[src/rtl/bac_pkg.sv]
package bac_pkg;
  localparam logic [2:0] CMD_RESET   = 3'd0;
  localparam logic [2:0] CMD_REQUEST = 3'd1;
  localparam logic [2:0] CMD_RELEASE = 3'd2;
  localparam logic [2:0] CMD_RUN     = 3'd3;
  localparam logic [2:0] CMD_RESTART = 3'd4;
  localparam logic [2:0] CMD_MCYCLE  = 3'd5;

  localparam logic [1:0] ST_HELD     = 2'd0;
  localparam logic [1:0] ST_HELD_OWN = 2'd1;
  localparam logic [1:0] ST_RUN      = 2'd2;
  localparam logic [1:0] ST_RUN_OWN  = 2'd3;

  typedef enum logic [1:0] {
    PH_IDLE  = 2'd0,
    PH_WAIT  = 2'd1,
    PH_PULSE = 2'd2,
    PH_GAP   = 2'd3
  } phase_e;
endpackage

[src/rtl/bac_sync.sv]
module bac_sync #(
  parameter int   STAGES  = 2,
  parameter logic RST_VAL = 1'b1
) (
  input  logic clk,
  input  logic rst_n,
  input  logic d,
  output logic q
);
  logic [STAGES-1:0] sr_q;

  always_ff @(posedge clk or negedge rst_n) begin
    if (!rst_n) sr_q <= {STAGES{RST_VAL}};
    else        sr_q <= {sr_q[STAGES-2:0], d};
  end

  assign q = sr_q[STAGES-1];
endmodule

[src/rtl/bac_cnt.sv]
module bac_cnt #(
  parameter int LIMIT = 4
) (
  input  logic clk,
  input  logic rst_n,
  input  logic hold,
  input  logic step,
  output logic hit
);
  localparam int CW = (LIMIT < 2) ? 1 : $clog2(LIMIT + 1);

  logic [CW-1:0] cnt_q;

  always_ff @(posedge clk or negedge rst_n) begin
    if (!rst_n)    cnt_q <= '0;
    else if (hold) cnt_q <= '0;
    else if (step) cnt_q <= cnt_q + 1'b1;
  end

  assign hit = step && (cnt_q == CW'(LIMIT - 1));
endmodule

[src/rtl/bus_acq_ctrl.sv]
module bus_acq_ctrl
  import bac_pkg::*;
#(
  parameter int TIMEOUT_TICKS = 20,
  parameter int PULSE_CYCLES  = 2500,
  parameter int GAP_CYCLES    = 2,
  parameter int SYNC_STAGES   = 2
) (
  input  logic       clk,
  input  logic       rst_n,
  input  logic       tick,
  input  logic       cmd_valid,
  input  logic [2:0] cmd_code,
  input  logic       ack_n,
  output logic [1:0] state,
  output logic       tgt_rst_n,
  output logic       bus_req_n,
  output logic       strb_idle,
  output logic       bus_oe,
  output logic       busy
);
  logic   rst_core_n;
  logic   ack_s_n;
  logic   to_hit, pl_hit, gp_hit;
  logic   in_wait, in_pulse, in_gap;

  logic [1:0] st_q, st_d;
  phase_e     ph_q, ph_d;
  logic       trst_q, trst_d;
  logic       breq_q, breq_d;
  logic       own_q, own_d;
  logic       oe_q, oe_d;

  // reset: asserted asynchronously, released on a clock edge
  bac_sync #(.STAGES(2), .RST_VAL(1'b0)) u_rst_sync (
    .clk(clk), .rst_n(rst_n), .d(1'b1), .q(rst_core_n)
  );

  bac_sync #(.STAGES(SYNC_STAGES), .RST_VAL(1'b1)) u_ack_sync (
    .clk(clk), .rst_n(rst_core_n), .d(ack_n), .q(ack_s_n)
  );

  assign in_wait  = (ph_q == PH_WAIT);
  assign in_pulse = (ph_q == PH_PULSE);
  assign in_gap   = (ph_q == PH_GAP);

  bac_cnt #(.LIMIT(TIMEOUT_TICKS)) u_to_cnt (
    .clk(clk), .rst_n(rst_core_n), .hold(!in_wait), .step(in_wait && tick), .hit(to_hit)
  );
  bac_cnt #(.LIMIT(PULSE_CYCLES)) u_pl_cnt (
    .clk(clk), .rst_n(rst_core_n), .hold(!in_pulse), .step(in_pulse), .hit(pl_hit)
  );
  bac_cnt #(.LIMIT(GAP_CYCLES)) u_gp_cnt (
    .clk(clk), .rst_n(rst_core_n), .hold(!in_gap), .step(in_gap), .hit(gp_hit)
  );

  always_comb begin
    st_d   = st_q;
    ph_d   = ph_q;
    trst_d = trst_q;
    breq_d = breq_q;
    own_d  = own_q;
    if (cmd_valid && cmd_code == CMD_RESET) begin
      st_d   = ST_HELD;
      ph_d   = PH_IDLE;
      trst_d = 1'b0;
      breq_d = 1'b1;
      own_d  = 1'b0;
    end else begin
      unique case (ph_q)
        PH_IDLE: begin
          if (cmd_valid) begin
            case (cmd_code)
              CMD_REQUEST: begin
                if (st_q == ST_HELD || st_q == ST_RUN) begin
                  trst_d = 1'b1;
                  breq_d = 1'b0;
                  ph_d   = PH_WAIT;
                end
              end
              CMD_RELEASE: begin
                if (st_q[0]) begin
                  breq_d = 1'b1;
                  own_d  = 1'b0;
                  st_d   = st_q & 2'b10;
                  if (st_q == ST_HELD_OWN) trst_d = 1'b0;
                end
              end
              CMD_RUN: begin
                if (st_q == ST_HELD) begin
                  trst_d = 1'b1;
                  st_d   = ST_RUN;
                end else if (st_q == ST_HELD_OWN) begin
                  own_d  = 1'b0;
                  trst_d = 1'b0;
                  ph_d   = PH_PULSE;
                end
              end
              CMD_RESTART: begin
                if (st_q[1]) begin
                  trst_d = 1'b0;
                  ph_d   = PH_PULSE;
                end
              end
              CMD_MCYCLE: begin
                if (st_q == ST_RUN_OWN) begin
                  own_d  = 1'b0;
                  breq_d = 1'b1;
                  ph_d   = PH_GAP;
                end
              end
              default: ;
            endcase
          end
        end
        PH_WAIT: begin
          if (!ack_s_n) begin
            own_d = 1'b1;
            st_d  = st_q | 2'b01;
            ph_d  = PH_IDLE;
          end else if (to_hit) begin
            breq_d = 1'b1;
            if (st_q == ST_HELD) trst_d = 1'b0;
            st_d = st_q & 2'b10;
            ph_d = PH_IDLE;
          end
        end
        PH_PULSE: begin
          if (pl_hit) begin
            trst_d = 1'b1;
            ph_d   = PH_IDLE;
            if (st_q == ST_HELD_OWN) begin
              st_d  = ST_RUN_OWN;
              own_d = 1'b1;
            end
          end
        end
        PH_GAP: begin
          if (gp_hit) begin
            breq_d = 1'b0;
            ph_d   = PH_WAIT;
          end
        end
        default: ;
      endcase
    end
    // enables trail the strobe parking by one cycle, drop together with it
    oe_d = own_d && own_q;
  end

  always_ff @(posedge clk or negedge rst_core_n) begin
    if (!rst_core_n) begin
      st_q   <= ST_HELD;
      ph_q   <= PH_IDLE;
      trst_q <= 1'b0;
      breq_q <= 1'b1;
      own_q  <= 1'b0;
      oe_q   <= 1'b0;
    end else begin
      st_q   <= st_d;
      ph_q   <= ph_d;
      trst_q <= trst_d;
      breq_q <= breq_d;
      own_q  <= own_d;
      oe_q   <= oe_d;
    end
  end

  assign state     = st_q;
  assign tgt_rst_n = trst_q;
  assign bus_req_n = breq_q;
  assign strb_idle = own_q;
  assign bus_oe    = oe_q;
  assign busy      = (ph_q != PH_IDLE);
endmodule

[config.mk]
export PLATFORM = sky130hd
export DESIGN_NAME = bus_acq_ctrl
export DESIGN_NICKNAME = d
export VERILOG_FILES = /design/src/rtl/bac_pkg.sv /design/src/rtl/bac_sync.sv /design/src/rtl/bac_cnt.sv /design/src/rtl/bus_acq_ctrl.sv
export SDC_FILE = /design/constraint.sdc
export NUM_CORES = 1
export LEC_CHECK = 0
export ABC_CLOCK_PERIOD_IN_PS = 1200
export CORE_UTILIZATION = 30
export DETAILED_ROUTE_END_ITERATION = 7
export PLACE_DENSITY_LB_ADDON = 0.08
export SYNTH_ARGS = -nofsm -noshare
export SYNTH_HDL_FRONTEND = slang
export SYNTH_HIERARCHICAL = 1
export SYNTH_SLANG_ARGS = --single-unit
[constraint.sdc]
create_clock -name clk -period 1.2 [get_ports clk]
set_clock_uncertainty 0.05 [all_clocks]
set_input_delay 0.12 -clock clk [delete_from_list [all_inputs] [get_ports clk]]
set_output_delay 0.12 -clock clk [all_outputs]
set_load 0.01 [all_outputs]
======== Word level (Yosys, flattened, before mapping) ========
Index checks and enable logic that the tools add are counted.
word-level totals
  output and inout port bits .............. 7
  register bits ........................... 31
  word-level logic and storage cells ...... 132
operators by class
  $add $sub $neg .......................... 3
  muxes and demuxes ....................... 60
  reduce and logical (&&, ||, !) cells .... 19
  equality and inequality tests ........... 38
operator list
  operator                                              count
  two-way mux 2 bit                                     17
  != test 4 bit (second input constant)                 8
  two-way mux 1 bit                                     30
  AND reduction 10 bit                                  2
  != test 3 bit (second input constant)                 6
  case mux 2 bit (4 select lines)                       2
  case mux 1 bit (3 select lines)                       5
  adder 12 x 1 -> 12 bit (second input constant)        1
  equality test 12 bit (second input constant)          1
  two-way mux 12 bit                                    1
  != test 6 x 2 -> 1 bit (second input constant)        2
  two-way mux 5 bit                                     2
  AND reduction 9 bit                                   1
  equality test 2 bit (second input constant)           4
  AND reduction 8 bit                                   1
  nonzero test 4 bit                                    2
  AND reduction 7 bit                                   1
  equality test 2 x 1 -> 1 bit (second input constant)  3
  equality test 3 x 2 -> 1 bit (second input constant)  2
  equality test 3 bit (second input constant)           2
  logical AND 1 bit                                     6
  != test 3 x 1 -> 1 bit (second input constant)        2
  != test 3 x 2 -> 1 bit (second input constant)        2
  case mux 2 bit (3 select lines)                       1
  14 further kinds                                      16

======== Depth between registers and ports, before layout ========
Gate-level depths: netlist (run 1).
  depth in word-level cells ............... 8
  mapped depth ............................ 11
  depth with buffers taken out ............ 10

======== Modules after synthesis ========
Netlist (run 1), hierarchy kept.
by module, submodules not included
  module                  times used  cells each  area an instance (sq um)  sequential area each (sq um)
  bus_acq_ctrl            1           114         895.9                     201.4
  bac_cnt at u_pl_cnt     1           61          623.1                     300.3
  bac_cnt at u_to_cnt     1           24          271.5                     125.1
  bac_cnt at u_gp_cnt     1           9           97.6                      50.0
  bac_sync at u_ack_sync  1           2           52.6                      52.6
  bac_sync at u_rst_sync  1           2           50.0                      50.0

======== Worst setup path before layout (run 1) ========
Ideal clock, no wire load.
  kind .................................... reg2reg
  start point ............................. reg u_pl_cnt.cnt_q[4]
  end point ............................... reg ph_q[0]
  cell stages (with the launch flop) ...... 7
  setup slack ............................. -1.107 ns
  data arrival time ....................... 2.133 ns
  path through ............................ dfrtp_1 or4b_2 nor3_1 nand2b_1 a31oi_1 nor3_1 mux2_2
between the ends
  longest elaborated chain between the ends .. 4
RTL lines
  item                                   RTL line             RTL
  start: declaration                     bac_cnt.sv:12        logic [CW-1:0] cnt_q;
  start signal: assignment               bac_cnt.sv:17        else if (step) cnt_q <= cnt_q + 1'b1;
  equality test 12 bit                   bac_cnt.sv:20        assign hit = step && (cnt_q == CW'(LIMIT - 1));
  logical AND 1 bit                      bac_cnt.sv:20
  via pl_hit                             bus_acq_ctrl.sv:24   logic to_hit, pl_hit, gp_hit;
  != test 3 bit (no source line)         --
  AND reduction 10 bit (no source line)  --
  end signal: assignment                 bus_acq_ctrl.sv:161  ph_q <= ph_d;
  end: declaration                       bus_acq_ctrl.sv:28   phase_e ph_q, ph_d;
The timed path passes the listed nets, and every way through them passes these cells.
A chain may end at the register's enable or synchronous reset.

======== Worst setup path in the final report (run 1) ========
  start point ............................. reg ph_q[0]
  end point ............................... reg breq_q, in the netlist bus_req_n
RTL lines
  item                                  RTL line             RTL
  equality test 2 bit *                 bus_acq_ctrl.sv:45   assign in_gap = (ph_q == PH_GAP);
  via in_gap                            bus_acq_ctrl.sv:25   logic in_wait, in_pulse, in_gap;
  logical AND 1 bit                     bac_cnt.sv:20
  != test 3 bit (no source line)        --
  AND reduction 9 bit (no source line)  --
  end signal: assignment                bus_acq_ctrl.sv:163  breq_q <= breq_d;
  end: declaration                      bus_acq_ctrl.sv:30   logic breq_q, breq_d;
The timed path passes the listed nets; every way through them passes the cells marked *.

==> results of run 1 <==
[power by group through the flow]
stage	registers, mW	logic [mW]	clock network (mW)
CTS	1.34	3.22	0.979
floorplan	1.38	1.29	0
detailed placement	1.38	2.42	0
global placement	1.38	2.40	0
global route	1.36	3.98	1.02
finish	1.35	3.77	0.940
[cell usage after synthesis, drive strengths merged (4+ instances only)]
master | count | area (um^2)
dfrtp | 28 | 701
nor2 | 23 | 86.3
a21oi | 11 | 55.1
nand2 | 10 | 37.5
inv | 9 | 33.8
o21ai | 9 | 45.0
clkbuf | 8 | 30.0
nand2b | 8 | 50.1
a211oi | 7 | 52.6
ha | 7 | 87.6
a31oi | 6 | 37.5
mux2 | 6 | 75.1
nand4 | 6 | 37.5
mux2i | 5 | 50.1
and2 | 4 | 26.3
buf | 4 | 28.8
nand3b | 4 | 30.0
nor4 | 4 | 31.3
o31ai | 4 | 30.0
or4 | 4 | 30.0
[registers in the layout (all words and copies together) (netlist names)]
name             count
bus_oe               1
bus_req_n            1
ph_q                 2
state                2
strb_idle            1
tgt_rst_n            1
u_ack_sync/sr_q      2
u_gp_cnt/cnt_q       2
u_pl_cnt/cnt_q      12
u_rst_sync/sr_q      2
u_to_cnt/cnt_q       5
[through the flow]
| step | instances | total power [mW] | worst slack, ps | setup TNS [ps] | utilization (%) |
|---|---|---|---|---|---|
| after floorplan | 212 | 2.67 | -952 | -11940 | - |
| after global placement | 367 | 3.77 | -1070 | -15020 | 43.7 |
| after detailed placement | 367 | 3.80 | -1080 | -15950 | 43.7 |
| after CTS | 396 | 5.54 | -1030 | -16680 | 51.7 |
| after global routing | 401 | 6.36 | -1020 | -19180 | 55.5 |
| final | 401 | 6.06 | -984 | -17690 | 55.5 |
[worst paths after layout]
check / from / end / slack (ps)
max: ph_q[0] / bus_req_n / -980
min: u_rst_sync/sr_q[1] / tgt_rst_n / 170
max reg2reg: ph_q[0] / bus_req_n / -980
min reg2reg: u_rst_sync/sr_q[1] / tgt_rst_n / 170
max in group asynchronous: rst_n / u_rst_sync/sr_q[0] / 500
min in group clk: ack_n / u_ack_sync/sr_q[0] / 190
[cell type report]
type	instances	area [um^2]	share of cell area (%)
Tap cell	77	96.3	2.72
Timing Repair Buffer	116	1030	29.0
Multi-Input combinational cell	160	1490	42.0
Inverter	9	43.8	1.24
Clock buffer	7	96.3	2.72
Clock inverter	1	7.51	0.212
Sequential cell	31	783	22.1
[kinds of logic (layout without fill, tap and decap cells)]
| logic type | after synthesis | after routing | synth area share [%] |
|---|---|---|---|
| AO/OA/AOI/OAI | 53 | 53 | 18.7 |
| other | 1 | 1 | 0.188 |
| multiplexers | 11 | 11 | 6.29 |
| XOR/XNOR | 6 | 6 | 2.64 |
| buffers and inverters | 21 | 133 | 4.65 |
| AND/OR/NAND/NOR | 82 | 82 | 24.0 |
| flip-flops | 31 | 31 | 39.2 |
| adder cells (fa/ha/maj) | 7 | 7 | 4.40 |
[timing repair]
item / 4_1_cts / 5_1_grt
endpoints found under the hold margin: 2 / 0
pin swaps: 24 / 21
endpoints found under the setup margin: 34 / 31
resized for setup: 77 / 49
hold buffers: 1 / 0
buffers inserted: 22 / 9
[metal layers]
layer | part of all wire (%) | track usage (%) | vias to the layer above
li1 | - | - | 994
met2 | 54 | 33.5 | 42
met4 | 1.7 | 7.24 | 0
met5 | 0 | 0 | -
met3 | 2.6 | 3.26 | 10
met1 | 42 | 20.8 | 1040
==> qor.csv, run 1 <==
metric,value,unit
coreArea,0.00639,mm^2
first_iter_violations,99,
critPathMaxStageDelay,430,ps
num_vias,2086,
fmax,0.458,GHz
synth_enable_flop_cells,0,
dr.pass1.iters,4,
path_cells,"buf_12, buf_4, ha_4, nor2b_4, a2111oi_4, nor2_2, nor4_4, mux2_4",
arrival,2350,ps
drcViolationCount,0,
overflow,0,
cts_tree,yes,
vias_per_cell,5.20,
final_nets,338,
path_clk_slew,70,ps
syn_area_per_cell,9.39,um^2
rsz0062_at_grt,true,
yosys.cell_types.count,55,
crit_family,simple AND/OR/NAND/NOR gates,
cp.required,1360,ps
post_dp_cell_area,0.00279,mm^2
ys_ff_latch,31,
ys_warn_count,6,
p_comb_share,62.3,%
rows,29,
fillers,567,
postRouteWirelength,6430,um
antenna_found_initial,0,
crit_path_start_kind,register,
grt_first_pass_wirelength,10200,um
fin_area,0.00354,mm^2
hpwl,4090,um
cts-root-buf,clkbuf_8,
postSynth.asyncResetShare,100,%
critical_path_depth,8,
worstSetupPathType,reg -> reg,
hold_ws,171,ps
period_needed,2180,ps
end_kind,register,
ys_seq_area_share,39.2,%
synth_nets,227,
grt_util_all_layers,18.2,%
cts_buffers,5,
sw_frac_of_total,36.6,%
die_w,83.5,um
p_seq_share,22.2,%
grt_start_max_net_pins,30,
cap_violations,0,
synthFlopType,dfrtp_1,
crit_fanout,5,
ctsLongestPathBuffers,2,
p_int,3.84,mW
period_share,182,%
slowest_stage,dfrtp_2,
ff2ff_path_depth,8,
timing.critical_path.buf_inv,2,
drive_gt1_share,57.1,%
min-delay-path-class,reg -> async,
die_h,83.5,um
violations,setup timing,
status,"finished, violations left",
syn-instance-count,212,
hold_violations,0,
portBuffers,14,
netlist_area,0.00199,mm^2
area_growth_syn_to_layout,78.0,%
power.share.clock,15.5,%
grt_pass1_vias,2225,
antenna_left,0,
p_leak,1.54,nW
setup_slack,-984,ps
p_sw,2.22,mW
wl_per_cell,16.0,um
slew_violations,0,
cts_sinks,31,
gp_congestion,0.860,
powerDensity,1710,mW/mm^2
start_util,31.2,%
io_pins,15,
diodes,0,
ir_drop,1100,uV
h-tree-depth,2,
layout_commonest_cell,buf_4,
setup_violations,29,
die-area,0.00697,mm^2
layout_common_cells,"76 x buf_4, 25 x dfrtp_1, 23 x buf_6",
insertion_delay,280,ps
Note: power is estimated with default switching activity, not from simulation.
==> run 2, diff against run 1 <==
--- a/config.mk
+++ b/config.mk
@@ -9,6 +9,7 @@
 export CORE_UTILIZATION = 30
 export DETAILED_ROUTE_END_ITERATION = 7
 export PLACE_DENSITY_LB_ADDON = 0.08
+export SLEW_MARGIN = 15
 export SYNTH_ARGS = -nofsm -noshare
 export SYNTH_HDL_FRONTEND = slang
 export SYNTH_HIERARCHICAL = 1
==> results of run 2 <==
No change in the layout: final DEF, timing and power equal those of run 1.
